<file path="config.mk">
export PLATFORM = sky130hd
export DESIGN_NAME = redge_dist
export DESIGN_NICKNAME = d
export VERILOG_FILES = /design/src/rtl/redge_pkg.sv /design/src/rtl/redge_capture.sv /design/src/rtl/redge_reverse.sv /design/src/rtl/redge_scan.sv /design/src/rtl/redge_dist.sv
export SDC_FILE = /design/constraint.sdc
export NUM_CORES = 1
export LEC_CHECK = 0
export ABC_AREA = 1
export CORE_MARGIN = 3
export CORE_UTILIZATION = 28
export CTS_CLUSTER_DIAMETER = 200
export DETAILED_ROUTE_END_ITERATION = 6
export HOLD_SLACK_MARGIN = 0.15
export PLACE_DENSITY = 0.5
export SYNTH_ARGS = -nofsm -noshare
export SYNTH_HDL_FRONTEND = slang
export SYNTH_SLANG_ARGS = --single-unit
export TNS_END_PERCENT = 1
</file>
<file path="constraint.sdc">
create_clock -name clk -period 3.3 [get_ports clk]
set_input_delay 0.99 -clock clk [delete_from_list [all_inputs] [get_ports clk]]
set_output_delay 0.99 -clock clk [all_outputs]
set_load 0.05 [all_outputs]
</file>
<file path="src/rtl/redge_pkg.sv">
package redge_pkg;
  localparam int PIX_W = 8;
  typedef logic [PIX_W-1:0] pix_t;

  // gray-level absolute difference
  function automatic pix_t gray_absdiff(input pix_t a, input pix_t b);
    return (a > b) ? (a - b) : (b - a);
  endfunction
endpackage

</file>
<file path="src/rtl/redge_capture.sv">
module redge_capture
  import redge_pkg::*;
#(
  parameter int LINE_LEN = 32,
  localparam int CNT_W = $clog2(LINE_LEN + 1)
) (
  input  logic                   clk,
  input  logic                   rst_n,
  input  logic                   px_vld,
  input  logic                   px_sol,
  input  pix_t                   px_data,
  input  logic                   take,
  output logic                   line_rdy,
  output pix_t [LINE_LEN-1:0]    line_out
);

  pix_t [1:0][LINE_LEN-1:0] bank_q, bank_d;
  logic [CNT_W-1:0] cnt_q, cnt_d, cnt_inc;
  logic             act_q, act_d;
  logic             wsel_q, wsel_d;
  logic             rsel_q, rsel_d;
  logic [1:0]       full_q, full_d;
  logic             accept;

  // a pixel is stored when it opens a line or continues an open one
  assign accept = px_vld && (px_sol || act_q);

  always_comb begin
    bank_d  = bank_q;
    cnt_d   = cnt_q;
    act_d   = act_q;
    wsel_d  = wsel_q;
    rsel_d  = rsel_q;
    full_d  = full_q;
    cnt_inc = px_sol ? CNT_W'(1) : (cnt_q + CNT_W'(1));
    if (accept) begin
      // newest pixel in byte 0, older ones move up one byte
      bank_d[wsel_q] = {bank_q[wsel_q][LINE_LEN-2:0], px_data};
      cnt_d          = cnt_inc;
      act_d          = 1'b1;
      if (cnt_inc == CNT_W'(LINE_LEN)) begin
        act_d          = 1'b0;
        full_d[wsel_q] = 1'b1;
        wsel_d         = ~wsel_q;
      end
    end
    if (take) begin
      full_d[rsel_q] = 1'b0;
      rsel_d         = ~rsel_q;
    end
  end

  always_ff @(posedge clk) begin
    if (accept) begin
      bank_q <= bank_d;
    end
  end

  always_ff @(posedge clk or negedge rst_n) begin
    if (!rst_n) begin
      cnt_q  <= '0;
      act_q  <= 1'b0;
      wsel_q <= 1'b0;
      rsel_q <= 1'b0;
      full_q <= '0;
    end else begin
      cnt_q  <= cnt_d;
      act_q  <= act_d;
      wsel_q <= wsel_d;
      rsel_q <= rsel_d;
      full_q <= full_d;
    end
  end

  assign line_rdy = full_q[rsel_q];
  assign line_out = bank_q[rsel_q];

endmodule

</file>
<file path="src/rtl/redge_reverse.sv">
module redge_reverse
  import redge_pkg::*;
#(
  parameter int LINE_LEN = 32
) (
  input  logic                clk,
  input  logic                take,
  input  pix_t [LINE_LEN-1:0] line_in,
  output pix_t [LINE_LEN-1:0] rev_out
);

  pix_t [LINE_LEN-1:0] rev_q;

  // the shift buffer holds pixel i at byte LINE_LEN-1-i; invert the order
  for (genvar k = 0; k < LINE_LEN; k++) begin : g_copy
    always_ff @(posedge clk) begin
      if (take) begin
        rev_q[k] <= line_in[LINE_LEN-1-k];
      end
    end
  end

  assign rev_out = rev_q;

endmodule

</file>
<file path="src/rtl/redge_scan.sv">
module redge_scan
  import redge_pkg::*;
#(
  parameter int LINE_LEN = 32,
  parameter int EDGE_THR = 32,
  parameter int DIST_W   = 8,
  localparam int IDX_W   = $clog2(LINE_LEN)
) (
  input  logic                clk,
  input  logic                rst_n,
  input  logic                start,
  input  pix_t [LINE_LEN-1:0] rev_in,
  input  logic [IDX_W-1:0]    rd_idx,
  output logic                can_start,
  output logic                sc_vld,
  output logic [IDX_W-1:0]    sc_idx,
  output logic [DIST_W-1:0]   sc_dist,
  output logic                res_vld,
  output logic                res_new,
  output logic [DIST_W-1:0]   rd_dist
);

  localparam logic [IDX_W-1:0]  LAST    = IDX_W'(LINE_LEN - 1);
  localparam logic [DIST_W-1:0] RUN_MAX = '1;
  localparam pix_t              THR     = PIX_W'(EDGE_THR);

  logic                busy_q, busy_d;
  logic [IDX_W-1:0]    idx_q, idx_d, nb_idx;
  logic [DIST_W-1:0]   run_q, run_d, run_nx;
  logic                vld_q, vld_d, rv_q, rv_d, new_q, new_d;
  logic [IDX_W-1:0]    oidx_q, oidx_d;
  logic [DIST_W-1:0]   odist_q, odist_d;
  logic [DIST_W-1:0]   dbuf_q [LINE_LEN];
  pix_t                cur_px, nb_px, kdiff;

  // right neighbour; the rightmost pixel uses itself
  assign nb_idx = (idx_q == LAST) ? idx_q : (idx_q + IDX_W'(1));
  assign cur_px = rev_in[idx_q];
  assign nb_px  = rev_in[nb_idx];
  assign kdiff  = gray_absdiff(cur_px, nb_px);

  always_comb begin
    if (kdiff < THR) begin
      run_nx = '0;
    end else if (kdiff > THR) begin
      run_nx = (run_q == RUN_MAX) ? run_q : (run_q + DIST_W'(1));
    end else begin
      run_nx = run_q;
    end
  end

  assign can_start = !busy_q || (idx_q == '0);

  always_comb begin
    busy_d  = busy_q;
    idx_d   = idx_q;
    run_d   = run_q;
    rv_d    = rv_q;
    vld_d   = 1'b0;
    new_d   = 1'b0;
    oidx_d  = oidx_q;
    odist_d = odist_q;
    if (busy_q) begin
      run_d   = run_nx;
      vld_d   = 1'b1;
      oidx_d  = idx_q;
      odist_d = run_nx;
      if (idx_q == LAST) begin
        rv_d = 1'b0;
      end
      if (idx_q == '0) begin
        busy_d = 1'b0;
        rv_d   = 1'b1;
        new_d  = 1'b1;
      end else begin
        idx_d = idx_q - IDX_W'(1);
      end
    end
    if (start) begin
      busy_d = 1'b1;
      idx_d  = LAST;
    end
  end

  always_ff @(posedge clk or negedge rst_n) begin
    if (!rst_n) begin
      busy_q  <= 1'b0;
      idx_q   <= '0;
      run_q   <= '0;
      vld_q   <= 1'b0;
      rv_q    <= 1'b0;
      new_q   <= 1'b0;
      oidx_q  <= '0;
      odist_q <= '0;
    end else begin
      busy_q  <= busy_d;
      idx_q   <= idx_d;
      run_q   <= run_d;
      vld_q   <= vld_d;
      rv_q    <= rv_d;
      new_q   <= new_d;
      oidx_q  <= oidx_d;
      odist_q <= odist_d;
    end
  end

  always_ff @(posedge clk) begin
    if (busy_q) begin
      dbuf_q[idx_q] <= run_nx;
    end
  end

  assign rd_dist = (int'(rd_idx) < LINE_LEN) ? dbuf_q[rd_idx] : '0;
  assign sc_vld  = vld_q;
  assign sc_idx  = oidx_q;
  assign sc_dist = odist_q;
  assign res_vld = rv_q;
  assign res_new = new_q;

endmodule

</file>
<file path="src/rtl/redge_dist.sv">
module redge_dist
  import redge_pkg::*;
#(
  parameter int LINE_LEN = 32,
  parameter int EDGE_THR = 32,
  parameter int DIST_W   = 8,
  localparam int IDX_W   = $clog2(LINE_LEN)
) (
  input  logic              clk,
  input  logic              rst_n,
  input  logic              px_vld,
  input  logic              px_sol,
  input  logic [7:0]        px_data,
  input  logic [IDX_W-1:0]  rd_idx,
  output logic              sc_vld,
  output logic [IDX_W-1:0]  sc_idx,
  output logic [DIST_W-1:0] sc_dist,
  output logic              res_vld,
  output logic              res_new,
  output logic [DIST_W-1:0] rd_dist
);

  logic                rst_s1_q, rst_s2_q;
  logic                line_rdy, can_start, take;
  pix_t [LINE_LEN-1:0] cap_line, rev_line;

  // asynchronous assertion, synchronous release
  always_ff @(posedge clk or negedge rst_n) begin
    if (!rst_n) begin
      rst_s1_q <= 1'b0;
      rst_s2_q <= 1'b0;
    end else begin
      rst_s1_q <= 1'b1;
      rst_s2_q <= rst_s1_q;
    end
  end

  assign take = line_rdy && can_start;

  redge_capture #(.LINE_LEN(LINE_LEN)) i_capture (
    .clk      (clk),
    .rst_n    (rst_s2_q),
    .px_vld   (px_vld),
    .px_sol   (px_sol),
    .px_data  (px_data),
    .take     (take),
    .line_rdy (line_rdy),
    .line_out (cap_line)
  );

  redge_reverse #(.LINE_LEN(LINE_LEN)) i_reverse (
    .clk     (clk),
    .take    (take),
    .line_in (cap_line),
    .rev_out (rev_line)
  );

  redge_scan #(
    .LINE_LEN (LINE_LEN),
    .EDGE_THR (EDGE_THR),
    .DIST_W   (DIST_W)
  ) i_scan (
    .clk       (clk),
    .rst_n     (rst_s2_q),
    .start     (take),
    .rev_in    (rev_line),
    .rd_idx    (rd_idx),
    .can_start (can_start),
    .sc_vld    (sc_vld),
    .sc_idx    (sc_idx),
    .sc_dist   (sc_dist),
    .res_vld   (res_vld),
    .res_new   (res_new),
    .rd_dist   (rd_dist)
  );

endmodule

</file>
==> Word-level counts from Yosys, hierarchy flattened <==
Memories as Yosys holds them, arrays and structs flattened.
Cells that the tools add are included.
Widths: inputs -> output; s select.
{ "word_totals": {"mem_bits_rw": 256, "input_bits": 17, "elab_cells": 187, "rom_bits": 0, "mem_count": 1, "ff_bits": 803, "latch_bits": 0} }
{ "classes": {"div_mod_pow": 0, "n_reduce_logical": 13, "bitwise": 5, "n_lt_le_gt_ge": 9, "shift": 0, "muxes": 39, "mul": 0, "n_eq_ne": 4, "n_addsub": 6} }
{ "memory_table": {"columns": ["memory", "words", "width", "rd", "rd_clocked_by_memory_dff", "write_ports", "line_no", "source"], "rows": [
  ["i_scan.dbuf_q", 32, 8, 1, 0, 1, "redge_scan.sv:33", "logic [DIST_W-1:0] dbuf_q [LINE_LEN];"]
]} }
{ "op_table": {"columns": ["op", "n"], "rows": [
  ["$mux 256", 3],
  ["$bwmux 512", 1],
  ["$mux 248", 2],
  ["$demux 256 s1", 1],
  ["$bmux 8 s5", 2],
  ["$mux 8", 6],
  ["$mux 5", 4],
  ["$sub 8x8->8", 2],
  ["$mux 1", 14],
  ["$lt 5x6->1 const B", 2],
  ["$add 8x1->8 const B", 1],
  ["$eq 8x8->1 const B", 1],
  ["$gt 8x6->1 const B", 1],
  ["$gt 8x8->1", 1],
  ["$lt 8x6->1 const B", 1],
  ["$add 6x1->6 const B", 1],
  ["$eq 6x6->1 const B", 1],
  ["$mux 2", 3],
  ["$mux 6", 1],
  ["$reduce_and 2->1", 3],
  ["$add 5x1->5 const B", 1],
  ["$eq 5x5->1 const B", 1],
  ["$logic_not 5->1", 1],
  ["$sub 5x1->5 const B", 1],
  ["other kinds (12)", 21]
]} }

==> Logic depth before layout (Yosys ltp) <==
{ "depth": {"ltp_word": 9, "ltp_mapped": 35} }

==> By module <==
From an unflattened synthesis, not the netlist that was laid out.
{ "hier_totals": {"cells_unflattened": 4294, "area_unflattened_um2": 46703.5} }
{ "by_module_without_submodules": {"columns": ["mod", "cells_each", "seq_area_each_um2", "area_each_um2", "n_inst"], "rows": [
  ["redge_capture", 1951, 15650.0, 21858.5, 1],
  ["redge_scan", 2082, 8237.9, 17096.4, 1],
  ["redge_reverse", 256, 7687.4, 7687.4, 1],
  ["redge_dist", 5, 50.0, 61.3, 1]
]} }

==> Least setup slack after synthesis <==
OpenSTA, ideal clock, no wires.
{ "synth_path": {"path_kind": "input port to flip-flop", "startpoint": "input px_vld", "endpoint": "register i_capture.full_q[0]", "setup_ns": 0.108, "arrival_ns": 12.757, "path_buffers": 0, "stages": 4, "required_time_ns": 3.192, "path_slack_ns": -9.566, "path_cell_list": "o21ai_1 > nor2_1 > nand2_1 > a21oi_1"} }
{ "synth_via": {"elab_chain_len": 4} }
{ "synth_lines": {"columns": ["element", "line_no", "source"], "rows": [
  ["start, declared", "redge_dist.sv:11", "input logic px_vld,"],
  ["$logic_and 1x1->1 *", "redge_capture.sv:26", "assign accept = px_vld && (px_sol || act_q);"],
  ["$mux 2 *", "redge_capture.sv:36", "if (accept) begin"],
  ["$and 2x2->2 (no source line)", null, null],
  ["$mux 2 *", "redge_capture.sv:47", "if (take) begin"],
  ["named net i_capture.full_d[0]", "redge_capture.sv:22", "logic [1:0] full_q, full_d;"],
  ["end signal, assigned", "redge_capture.sv:71", "full_q <= full_d;"],
  ["end, declared", "redge_capture.sv:22", null]
]} }
Mark *: on every way through the listed nets, which the timed path passes. The rest lies on a longest branch.
A chain may end at the register's enable or synchronous reset.

==> Final worst setup path <==
{ "layout_path": {"startpoint": "register i_scan.idx_q[0]", "endpoint": "memory i_scan.dbuf_q[29][1] (data pin)"} }
{ "layout_via": {"elab_chain_len": 9, "word_cells_on_any_way": 15} }
{ "layout_lines": {"columns": ["element", "line_no", "source"], "rows": [
  ["start, declared", "redge_scan.sv:28", "logic [IDX_W-1:0] idx_q, idx_d, nb_idx;"],
  ["start signal, assigned", "redge_scan.sv:97", "idx_q <= idx_d;"],
  ["$add 5x1->5 / $eq 5x5->1 (equally long branches)", "redge_scan.sv:37", "assign nb_idx = (idx_q == LAST) ? idx_q : (idx_q + IDX_W'(1));"],
  ["$mux 5", "redge_scan.sv:37", null],
  ["$bmux 8 s5", "redge_scan.sv:39", "assign nb_px = rev_in[nb_idx];"],
  ["$mux 8 (not written as such)", "redge_scan.sv:39", null],
  ["$sub 8x8->8 / $gt 8x8->1 (equally long branches)", "redge_pkg.sv:7", "return (a > b) ? (a - b) : (b - a);"],
  ["$mux 8 *", "redge_pkg.sv:7", null],
  ["$gt 8x6->1", "redge_scan.sv:45", "end else if (kdiff > THR) begin"],
  ["$mux 8", "redge_scan.sv:45", null],
  ["$mux 8 *", "redge_scan.sv:43", "if (kdiff < THR) begin"],
  ["named net i_scan.run_nx[1]", "redge_scan.sv:29", "logic [DIST_W-1:0] run_q, run_d, run_nx;"],
  ["end, declared", "redge_scan.sv:33", null]
]} }
Mark *: on every way through the listed nets, which the timed path passes. The rest lies on a longest branch. The select of a mux whose other input is x is not followed.

==> results.md <==
- Most frequent cells in the layout: edfxtp_1, nand2_1, o21ai_0
- Slew @ Worst Pin: ~1.1 ns
- Critical path type: reg2reg
- Fin Hold WS: between 0.3 and 0.4 ns
- Worst-path fanout max: 14
- P_sw: 20.1 mW
- Final Hold Fails: 0
- Cts-stage hold buffer count: 0
- WL met1: 58000 um
- Worst setup margin: -1.30 ns
- Gp weighted congestion: 0.836
- Reg2Reg Setup Slack: -1.30 ns
- Ports: 41
- Worst EP required: around 3.8 ns
- Largest net degree at the start of global routing: 141
- Fill count: 16000
- Final core occ: between 30% and 40%
- RR Startpoint: i_scan.idx_q[0]
- CTS H-tree depth: 3
- Crit. End Element: register
- Main flop type after synthesis: edfxtp_1
- Max-Cap Viols: 0
- Syn-to-layout area delta: 24.3%
- Slowest-stage cell, CP: dfrtp_4
- CP startpoint kind: register
- Max VDD drop: 1070 uV
- CP peak stage delay: 0.45 ns
- Combinational share of power: 45.9%
- FMAX: between 200 and 250 MHz
- DIE HEIGHT: 414 um
- DRT antenna net count: 0
- Sequential fraction of the synthesis area: 68.0%
- Worst skew pair latency: 0.74 ns
- First-pass GRT wire length: 188000 um
- Post-Syn Area: 46500 sq um
- Avg WL per Cell: 18.3 um
- Max Buffers Root-to-Sink: 3
- Die area: 171000 sq um
- Most common cell after layout, fill and taps aside: edfxtp_1
- Synthesized instance count: approximately 4300
- Hold path cells: 0
- Number of global-route vias before repair: 30700
- Unique cell type count in the Yosys netlist: 52
- Arrival @ worst endpoint: 5.08 ns
- Syn Area/Cell: 10.9 sq um
- Area of the core: 164000 sq um
- Final Slew Violations: 0
- Total gr overflow: 0
- Vias: 32400
- Met3 WL: 5470 um
- Number of port buffers: 40
- Hold Path Class: reg2reg
- P_leak: between 20 and 25 nW
- Unrepaired setup endpoints after global routing: yes
- Die W: ~410 um
- Synth Register Bits: roughly 1100
- Post-route clock skew: ~0.056 ns
- Top layer in use: met4
- Starting Density: 28.4%
- Num CTS Buffers: between 100 and 150
- EDFF count, synth: 1024
- Remaining DRCs: 0
- Gr usage total: ~14%
- Syn_nets: 4328
- Reg2reg path depth: 34
- ANT cells: 0
- Failing checks: negative setup slack
- Share of the cycle needed by the critical path after routing: 140%
- Total Routed Length: approximately 130000 um
- DR vias/cell: 4.69
- Max-slew headroom: 23.9%
- Cell internal pwr: roughly 35 mW
- Sw frac: 36.8%
- Synth warn: 0
- DRT Pass-1 Iters: 5
- Clock sinks: 1059
- Hold EP: rst_s2_q
- Clk pwr share: 21.5%
- Share of cells above drive strength 1: 16.8%
- Met2 routed WL: 60700 um
- Clock root cell: clkbuf_16
- Status: complete, but fails checks
- Initial antenna violation count: 0
- Dpl ws: -1.69 ns
- Final Total Pwr: 54.7 mW
- Sequential power share: about 33%
- HPWL after DPL: 78400 um
- Fraction of registers with async set/reset: around 3.3%
- Clk slew on worst S/H paths: 0.07 ns
- Nets@finish: 4692
- Power Dens Cells: 945 nW/um^2
- FF-to-FF End: i_scan.dbuf_q[29][1]
- Period minus WS final: 4.60 ns
- CTS tree: yes
- Row cnt: 148
- Hold Crit Start: rst_s1_q
- 1st-iter DRT viols: around 2400
- Setup Viol. Count Final: about 270
- Setup tns final: -326.26 ns
through the flow:
stage               instance area [sq um]  cells
global route                        57800   6910
finish                              57800   6910
CTS                                 56800   6880
floorplan                           46600   4287
detailed placement                  52800   6667
global placement                    52800   6667
sequential cells by signal, indices dropped and copies added, names as in the netlist, 2 cells and up:
register / count
i_capture.bank_q: 512
i_reverse.rev_out: 256
i_scan.dbuf_q: 256
i_scan.run_q: 8
i_capture.cnt_q: 6
i_scan.idx_q: 5
i_scan.sc_idx: 5
i_capture.full_q: 2
kinds of logic (layout without fill, tap and decap cells):
group                      Yosys count  count (layout)  share of synthesized area, %
AOI/OAI and AO/OA                 1106            1106                          13.2
buffers and inverters              665            1113                          5.69
other                                1               1                       0.00806
xor gates and xnor gates             2               2                        0.0377
adders and majority gates           24              24                         0.678
DFF                               1059            1059                          68.0
and+or+nand+nor                   1430            1430                          12.4
worst max-delay path: cells and delay by family, from the launching register on:
family / cells / cell delay, ns
buffers and inverters: 11 / 1.43
flip-flops: 1 / 0.45
adder cells (fa/ha/maj): 2 / 0.58
AND/OR/NAND/NOR: 19 / 1.71
AO/OA/AOI/OAI: 2 / 0.16
how the worst max path moves through the flow:
stage | cells past startpoint | endpoint | start | slack (ns)
2_1_floorplan | 10 | i_reverse.rev_out[0] | i_scan.idx_q[0] | -2.24
3_3_place_gp | 25 | i_scan.dbuf_q[16][5] | i_scan.idx_q[0] | -1.70
3_5_place_dp | 26 | i_scan.dbuf_q[17][6] | i_scan.idx_q[0] | -1.69
4_1_cts | 31 | i_scan.dbuf_q[17][6] | i_scan.idx_q[0] | -1.31
5_1_grt | 35 | i_scan.dbuf_q[16][2] | i_scan.idx_q[0] | -1.50
6_report | 34 | i_scan.dbuf_q[29][1] | i_scan.idx_q[0] | -1.30
synth_stat cells, types with 3 or more instances:
library cell | count | area share (%)
a211oi_1 | 10 | 0.16
a21oi_1 | 118 | 1.3
a22o_1 | 12 | 0.23
a22oi_1 | 4 | 0.065
a31oi_1 | 9 | 0.12
a32o_1 | 10 | 0.22
a32oi_1 | 17 | 0.32
and3_1 | 3 | 0.040
buf_1 | 13 | 0.10
buf_2 | 48 | 0.52
buf_4 | 8 | 0.13
buf_6 | 8 | 0.19
clkbuf_1 | 185 | 1.5
clkinv_1 | 3 | 0.024
dfrtp_1 | 35 | 1.9
edfxtp_1 | 1024 | 66
ha_1 | 22 | 0.59
inv_1 | 385 | 3.1
inv_2 | 15 | 0.12
nand2_1 | 925 | 7.5
nand3_1 | 188 | 2.0
nand4_1 | 12 | 0.16
nor2_1 | 260 | 2.1
nor3_1 | 11 | 0.12
nor4_1 | 7 | 0.094
o211ai_1 | 42 | 0.68
o21ai_0 | 766 | 8.2
o21ai_1 | 15 | 0.16
o21ai_2 | 9 | 0.17
o221ai_1 | 42 | 0.79
o22ai_1 | 32 | 0.43
o31ai_1 | 8 | 0.13
or2_1 | 6 | 0.081
or2_2 | 8 | 0.11
layout make-up:
| class | count | area (sq um) | share of cell area, % |
|---|---|---|---|
| Clock inverter | 67 | 547 | 0.945 |
| Timing Repair Buffer | 514 | 5650 | 9.76 |
| Sequential cell | 1059 | 31600 | 54.7 |
| Multi-Input combinational cell | 2563 | 12900 | 22.4 |
| Tap cell | 2175 | 2720 | 4.70 |
| Inverter | 403 | 1530 | 2.65 |
| Clock buffer | 129 | 2820 | 4.88 |
power groups by stage:
stage	Clock [mW]	Combinational, mW	Sequential [mW]
after floorplan	0	10.3	18.0
after global placement	0	18.7	17.9
after detailed placement	0	18.7	17.9
after CTS	12.1	21.2	17.8
after global routing	12.6	27.2	17.9
final	11.8	25.1	17.8
routing by layer:
layer  vias up  track usage, %
met2       701            23.6
met3       156            2.17
met5         -               0
met4         0            2.82
li1      15800               -
met1     15800            19.6
what timing repair did:
| action | in CTS | in global routing |
|---|---|---|
| gates resized for setup | 74 | 123 |
| buffers inserted | 11 | 14 |
| gates cloned | 6 | 19 |
| pin swaps | 20 | 59 |
| setup endpoints to repair | 272 | 272 |
Power figures use the tool's default switching activity.
